**src/rtl/bwb_pkg.sv**
```systemverilog
package bwb_pkg;

    typedef enum logic [1:0] {
        RG_UNMAPPED = 2'd0,
        RG_FM       = 2'd1,
        RG_BANK     = 2'd2,
        RG_HOST     = 2'd3
    } region_e;

    typedef enum logic [1:0] {
        HP_IDLE = 2'd0,
        HP_BUSY = 2'd1,
        HP_DONE = 2'd2
    } hp_state_e;

endpackage

```
**src/rtl/bwb_decode.sv**
```systemverilog
module bwb_decode
    import bwb_pkg::*;
#(
    parameter int          AW        = 16,
    parameter int          FM_SPAN_W = 2,
    parameter logic [15:0] FM_BASE   = 16'h4000,
    parameter logic [15:0] BANK_ADDR = 16'h6000
) (
    input  logic [AW-1:0] addr,
    output region_e       region
);
    localparam logic [AW-1:0] FM_B = FM_BASE[AW-1:0];
    localparam logic [AW-1:0] BK_A = BANK_ADDR[AW-1:0];

    always_comb begin
        if (addr[AW-1])
            region = RG_HOST;
        else if (addr[AW-1:FM_SPAN_W] == FM_B[AW-1:FM_SPAN_W])
            region = RG_FM;
        else if (addr == BK_A)
            region = RG_BANK;
        else
            region = RG_UNMAPPED;
    end

endmodule

```
**src/rtl/bwb_bank_shifter.sv**
```systemverilog
module bwb_bank_shifter #(
    parameter int BANK_W = 9
) (
    input  logic              clk,
    input  logic              rst_n,
    input  logic              shift_en,
    input  logic              bit_in,
    output logic [BANK_W-1:0] bank
);
    logic [BANK_W-1:0] bank_d, bank_q;

    always_comb begin
        bank_d = bank_q;
        if (shift_en)
            bank_d = {bit_in, bank_q[BANK_W-1:1]};
    end

    always_ff @(posedge clk or negedge rst_n) begin
        if (!rst_n) bank_q <= '0;
        else        bank_q <= bank_d;
    end

    assign bank = bank_q;

    // the new bit enters at the top, the rest move down one place
    assert_shift_top_R2: assert property (@(posedge clk) disable iff (!rst_n)
        shift_en |=> bank_q[BANK_W-1] == $past(bit_in));
    assert_shift_down_R2: assert property (@(posedge clk) disable iff (!rst_n)
        shift_en |=> bank_q[BANK_W-2:0] == $past(bank_q[BANK_W-1:1]));
    // no write to the bank address, no change
    assert_bank_hold_R10: assert property (@(posedge clk) disable iff (!rst_n)
        !shift_en |=> $stable(bank_q));

endmodule

```
**src/rtl/bwb_host_port.sv**
```systemverilog
module bwb_host_port
    import bwb_pkg::*;
#(
    parameter int HOST_AW = 24,
    parameter int DW      = 8
) (
    input  logic               clk,
    input  logic               rst_n,
    input  logic               start,
    input  logic               we,
    input  logic [HOST_AW-1:0] addr,
    input  logic [DW-1:0]      wdata,
    output logic               stall,
    output logic [DW-1:0]      rdata,
    output logic               host_req,
    output logic               host_we,
    output logic [HOST_AW-1:0] host_addr,
    output logic [DW-1:0]      host_wdata,
    input  logic               host_ack,
    input  logic [DW-1:0]      host_rdata
);
    typedef struct packed {
        hp_state_e          state;
        logic               we;
        logic [HOST_AW-1:0] addr;
        logic [DW-1:0]      wdata;
        logic [DW-1:0]      rdata;
    } hp_regs_t;

    hp_regs_t r_d, r_q;

    always_comb begin
        r_d = r_q;
        unique case (r_q.state)
            HP_IDLE: begin
                if (start) begin
                    r_d.state = HP_BUSY;
                    r_d.we    = we;
                    r_d.addr  = addr;
                    r_d.wdata = wdata;
                end
            end
            HP_BUSY: begin
                if (host_ack) begin
                    r_d.state = HP_DONE;
                    r_d.rdata = host_rdata;
                end
            end
            HP_DONE: r_d.state = HP_IDLE;
            default: r_d.state = HP_IDLE;
        endcase
    end

    always_ff @(posedge clk or negedge rst_n) begin
        if (!rst_n) begin
            r_q.state <= HP_IDLE;
            r_q.we    <= 1'b0;
            r_q.addr  <= '0;
            r_q.wdata <= '0;
            r_q.rdata <= '0;
        end else begin
            r_q <= r_d;
        end
    end

    assign stall      = start_or_busy();
    assign rdata      = r_q.rdata;
    assign host_req   = (r_q.state == HP_BUSY);
    assign host_we    = r_q.we;
    assign host_addr  = r_q.addr;
    assign host_wdata = r_q.wdata;

    function automatic logic start_or_busy();
        return (start && r_q.state == HP_IDLE) || (r_q.state == HP_BUSY);
    endfunction

    // request fields hold until acknowledged
    assert_req_stable_R3: assert property (@(posedge clk) disable iff (!rst_n)
        host_req && !host_ack |=> host_req && $stable(host_addr) && $stable(host_we));
    // acknowledge releases the stall in the following cycle
    assert_ack_release_R7: assert property (@(posedge clk) disable iff (!rst_n)
        host_req && host_ack |=> !host_req && !stall);
    // read data offered with the acknowledge is what gets returned
    assert_ack_data_R7: assert property (@(posedge clk) disable iff (!rst_n)
        host_req && host_ack |=> rdata == $past(host_rdata));

endmodule

```
**src/rtl/bwb_bridge.sv**
```systemverilog
module bwb_bridge
    import bwb_pkg::*;
#(
    parameter int          BANK_W    = 9,
    parameter int          WIN_W     = 15,
    parameter int          DW        = 8,
    parameter logic [15:0] FM_BASE   = 16'h4000,
    parameter logic [15:0] BANK_ADDR = 16'h6000
) (
    input  logic                    clk,
    input  logic                    rst_n,
    input  logic                    loc_req,
    input  logic                    loc_we,
    input  logic [WIN_W:0]          loc_addr,
    input  logic [DW-1:0]           loc_wdata,
    output logic [DW-1:0]           loc_rdata,
    output logic                    loc_wait,
    output logic                    fm_addr_stb,
    output logic                    fm_part,
    output logic                    fm_data_stb,
    output logic [DW-1:0]           fm_wdata,
    input  logic [DW-1:0]           fm_status,
    output logic                    host_req,
    output logic                    host_we,
    output logic [BANK_W+WIN_W-1:0] host_addr,
    output logic [DW-1:0]           host_wdata,
    input  logic                    host_ack,
    input  logic [DW-1:0]           host_rdata
);
    localparam int LOC_AW  = WIN_W + 1;
    localparam int HOST_AW = BANK_W + WIN_W;

    region_e           region;
    logic [BANK_W-1:0] bank;
    logic              bank_shift;
    logic              host_start;
    logic              host_stall;
    logic [DW-1:0]     host_rd;
    logic              fm_wr;

    bwb_decode #(
        .AW       (LOC_AW),
        .FM_SPAN_W(2),
        .FM_BASE  (FM_BASE),
        .BANK_ADDR(BANK_ADDR)
    ) u_decode (
        .addr  (loc_addr),
        .region(region)
    );

    assign bank_shift = loc_req && loc_we && (region == RG_BANK);

    bwb_bank_shifter #(.BANK_W(BANK_W)) u_bank (
        .clk     (clk),
        .rst_n   (rst_n),
        .shift_en(bank_shift),
        .bit_in  (loc_wdata[0]),
        .bank    (bank)
    );

    assign host_start = loc_req && (region == RG_HOST);

    bwb_host_port #(.HOST_AW(HOST_AW), .DW(DW)) u_host (
        .clk       (clk),
        .rst_n     (rst_n),
        .start     (host_start),
        .we        (loc_we),
        .addr      ({bank, loc_addr[WIN_W-1:0]}),
        .wdata     (loc_wdata),
        .stall     (host_stall),
        .rdata     (host_rd),
        .host_req  (host_req),
        .host_we   (host_we),
        .host_addr (host_addr),
        .host_wdata(host_wdata),
        .host_ack  (host_ack),
        .host_rdata(host_rdata)
    );

    assign fm_wr       = loc_req && loc_we && (region == RG_FM);
    assign fm_addr_stb = fm_wr && !loc_addr[0];
    assign fm_data_stb = fm_wr && loc_addr[0];
    assign fm_part     = loc_addr[1];
    assign fm_wdata    = loc_wdata;

    assign loc_wait = host_start && host_stall;

    always_comb begin
        unique case (region)
            RG_FM:   loc_rdata = fm_status;
            RG_HOST: loc_rdata = host_rd;
            default: loc_rdata = '1;
        endcase
    end

    // at most one kind of side effect at a time
    assert_one_effect_R6: assert property (@(posedge clk) disable iff (!rst_n)
        $onehot0({fm_addr_stb, fm_data_stb, bank_shift}));
    // unmapped reads return all ones
    assert_unmapped_ones_R9: assert property (@(posedge clk) disable iff (!rst_n)
        loc_req && !loc_we && region == RG_UNMAPPED |-> loc_rdata == '1);
    // status reads never stall
    assert_fm_nowait_R4: assert property (@(posedge clk) disable iff (!rst_n)
        loc_req && region == RG_FM |-> !loc_wait && loc_rdata == fm_status);
    // a new request carries the window offset of the local address
    assert_req_offset_R3: assert property (@(posedge clk) disable iff (!rst_n)
        $rose(host_req) |-> host_addr[WIN_W-1:0] == $past(loc_addr[WIN_W-1:0]));

endmodule

```
**config.mk**
```make
export PLATFORM = sky130hd
export DESIGN_NAME = bwb_bridge
export DESIGN_NICKNAME = d
export VERILOG_FILES = /design/src/rtl/bwb_pkg.sv /design/src/rtl/bwb_decode.sv /design/src/rtl/bwb_bank_shifter.sv /design/src/rtl/bwb_host_port.sv /design/src/rtl/bwb_bridge.sv
export SDC_FILE = /design/constraint.sdc
export NUM_CORES = 1
export LEC_CHECK = 0
export ABC_AREA = 0
export CAP_MARGIN = 20
export CORE_ASPECT_RATIO = 1.5
export CORE_UTILIZATION = 30
export CTS_CLUSTER_SIZE = 16
export DETAILED_ROUTE_END_ITERATION = 7
export PLACE_DENSITY_LB_ADDON = 0.12
export SYNTH_ARGS = -nofsm -noshare
export SYNTH_HDL_FRONTEND = slang
export SYNTH_SLANG_ARGS = --single-unit
```
**constraint.sdc**
```tcl
create_clock -name clk -period 4.85 [get_ports clk]
set_clock_uncertainty 0.1 [all_clocks]
set_input_delay 1.2125 -clock clk [delete_from_list [all_inputs] [get_ports clk]]
set_output_delay 1.2125 -clock clk [all_outputs]
set_load 0.03 [all_outputs]
```
==> impl_results.md <==
* Status: complete, no violations
* Critical Path End: loc_rdata[4]
* Sink Count at 52
* Crit Path Class: primary input to output pin
* Post-synthesis sequential area ratio at 0.536
* Fillcell total at 779
* Via count at 1577
* Fin Setup TNS at 0 ps
* Mapped Nets at 239
* Remaining global-route overflow at 0
* CTS tree: yes
* Post_cts resized at 0
* Most frequent cells in the layout: clkdlybuf4s50_1 (95), dfrtp_1 (52), mux2_2 (42)
* Initial antenna violation count at 0
* Hold Path Class: flop to flop
* Crit-path max FO at 10
* DRC at 0
* First-pass GRT wire length at 8.20 mm
* Final net count at 301
* Number of global-route vias before repair at 1627
* Setup crit start: loc_addr[2]
* Design Power at 1.48 mW
* Drt wl/cell at 14.2 um
* Layout area overhead at 41.4%
* Placer Congestion at 0.662
* Cells after DPL at 351
* # IOs at 99
* CP endpoint kind: output pin
* Relative max-transition margin at 0.468
* Max Buffers Root-to-Sink at 2
* Fmax at 220 MHz
* Clk slew on worst S/H paths at 70 ps
* Starting density of the core at 0.315
* Max cap viols at 0
* CTS Root Buffer Type: clkbuf_16
* Finished Layout Cells at 359
* Commonest non-fill, non-tap cell in the layout: clkdlybuf4s50_1
* Critical path required time at 3540 ps
* Reg area at 0.00130 mm2
* WP data arrival at 3230 ps
* Dpl hpwl at 3.79 mm
* Std-Cell Rows at 39
* Leakage power at 1.48 nW
* Largest net degree at the start of global routing at 53
* Multi-input gate area at 752 um2
* # Post-CTS Setup Buffers at 0
* ANT cells at 0
* Slew Limit Fails at 0
* Pre-Repair DR Iteration Count at 4
* Cell area power density at 432 mW/mm2
* Worst r2r path cells at 3
* Core ar. at 0.00771 mm2
* FF-to-FF Start: u_host.r_q[42]
* Mapped Area at 0.00243 mm2
* I/O Buffers at 98
* Maximum vdd ir drop at 0.188 mV
* Worst r2r dst: u_host.host_addr[9]
* Cell count after synthesis at 194
* Final setup vio count at 0
* Die width at 75.4 um
* Post-DRT Antenna Nets at 0
* R2R setup slack at 2920 ps
* # hold bufs at CTS at 0
* CP Launch Type: primary input
* Die height at 112 um
* Endpoints failing hold at 0
* Total CTS buffers at 5
* Initial DRC count at 37
* Register bit total from synthesis at 52
* Avg Inst Size Synth at 12.5 um2
* Worst Max-Slew Pin Slew at 795 ps
* Vias per inst at 4.39
* Clock Latency Late Sink at 290 ps
* CTS H-tree lvls at 2
* Layout cells sized above 1 at 0.241
* GRT Resource Usage Total at 0.128
* Period utilisation layout at 0.936
* Die area at 0.00846 mm2
* Synth cell types at 23
* Fin crit period at 4540 ps
* RSZ-0062 raised after global routing: no
* Total Wirelength at 5.10 mm
* Yosys warns at 0
## cell type report
class,instances,share of cell area
multi-input combinational,84,0.219
timing repair buffer,103,0.297
sequential,52,0.379
clock inverter,3,0.0200
inverter,10,0.0109
tap,102,0.0372
clock buffer,5,0.0364
## synthesized netlist by cell type
cell / count / area [um2]
o21ai_0: 8 / 40.0
dfrtp_1: 52 / 1300
nand3_1: 9 / 45.0
or2_2: 1 / 6.26
nor2_1: 3 / 11.3
nor4b_2: 1 / 15.0
clkbuf_1: 4 / 15.0
inv_1: 10 / 37.5
a21o_1: 1 / 7.51
nor3_1: 2 / 10.0
buf_4: 41 / 308
nor4_4: 1 / 21.3
nor2b_1: 1 / 6.26
nand4_1: 1 / 6.26
buf_2: 1 / 5.00
nand2b_1: 1 / 6.26
mux2_2: 42 / 473
nand2_1: 3 / 11.3
nor3_2: 1 / 10.0
buf_6: 1 / 11.3
nor4_1: 1 / 6.26
a2bb2oi_1: 8 / 70.1
buf_1: 1 / 3.75
## stage by stage
stage | setup WS [ps] | hold slack (ps) | utilization | cell area [um2]
6_report | 310 | 405 | 0.445 | 3430
5_1_grt | 72.2 | 429 | 0.445 | 3430
4_1_cts | 284 | 414 | 0.445 | 3430
3_5_place_dp | 281 | 397 | 0.420 | 3240
3_3_place_gp | 310 | 390 | 0.420 | 3240
2_1_floorplan | 602 | 375 | - | 2430
## report_power, final
group	internal [mW]	switching, mW
registers	0.514	0.0339
logic	0.224	0.257
clock network	0.297	0.158
## worst min path at each step
stage                                     from              endpoint  slack, ps  cells past startpoint
after floorplan                 u_bank.bank[0]        u_bank.bank[0]        370                      1
after global placement    u_host.host_wdata[1]  u_host.host_wdata[1]        390                      1
after detailed placement  u_host.host_wdata[5]  u_host.host_wdata[5]        400                      1
after CTS                 u_host.host_wdata[5]  u_host.host_wdata[5]        410                      1
after global routing       u_host.host_addr[5]   u_host.host_addr[5]        430                      1
final                     u_host.host_wdata[5]  u_host.host_wdata[5]        410                      1
## cells by family (layout without fill, tap and decap cells)
family | Yosys count | in the layout | share of synthesized area
buffers and inverters | 58 | 121 | 0.157
flip-flops | 52 | 52 | 0.536
AO/OA/AOI/OAI | 17 | 17 | 0.0485
AND/OR/NAND/NOR | 25 | 25 | 0.0639
multiplexers | 42 | 42 | 0.195
## state kept, by name, indices dropped and copies added (netlist names)
signal	flops
u_bank.bank	9
u_host.host_addr	24
u_host.host_wdata	8
u_host.host_we	1
u_host.r_q	2
u_host.rdata	8
## worst max-delay path, stage by stage
cell	delay [ps]
clkdlybuf4s50_1	410
nor4_1	290
nand4_1	140
or2_2	410
a2bb2oi_1	160
clkdlybuf4s50_1	600
## layer usage
metal | wire [um] | up-vias | track usage
met4 | 33 | 0 | 0.0333
met1 | 2140 | 766 | 0.161
li1 | - | 747 | -
met2 | 2570 | 62 | 0.212
met5 | 0 | - | 0
met3 | 352 | 2 | 0.0368
No activity file was read; power rests on OpenSTA's default activity.
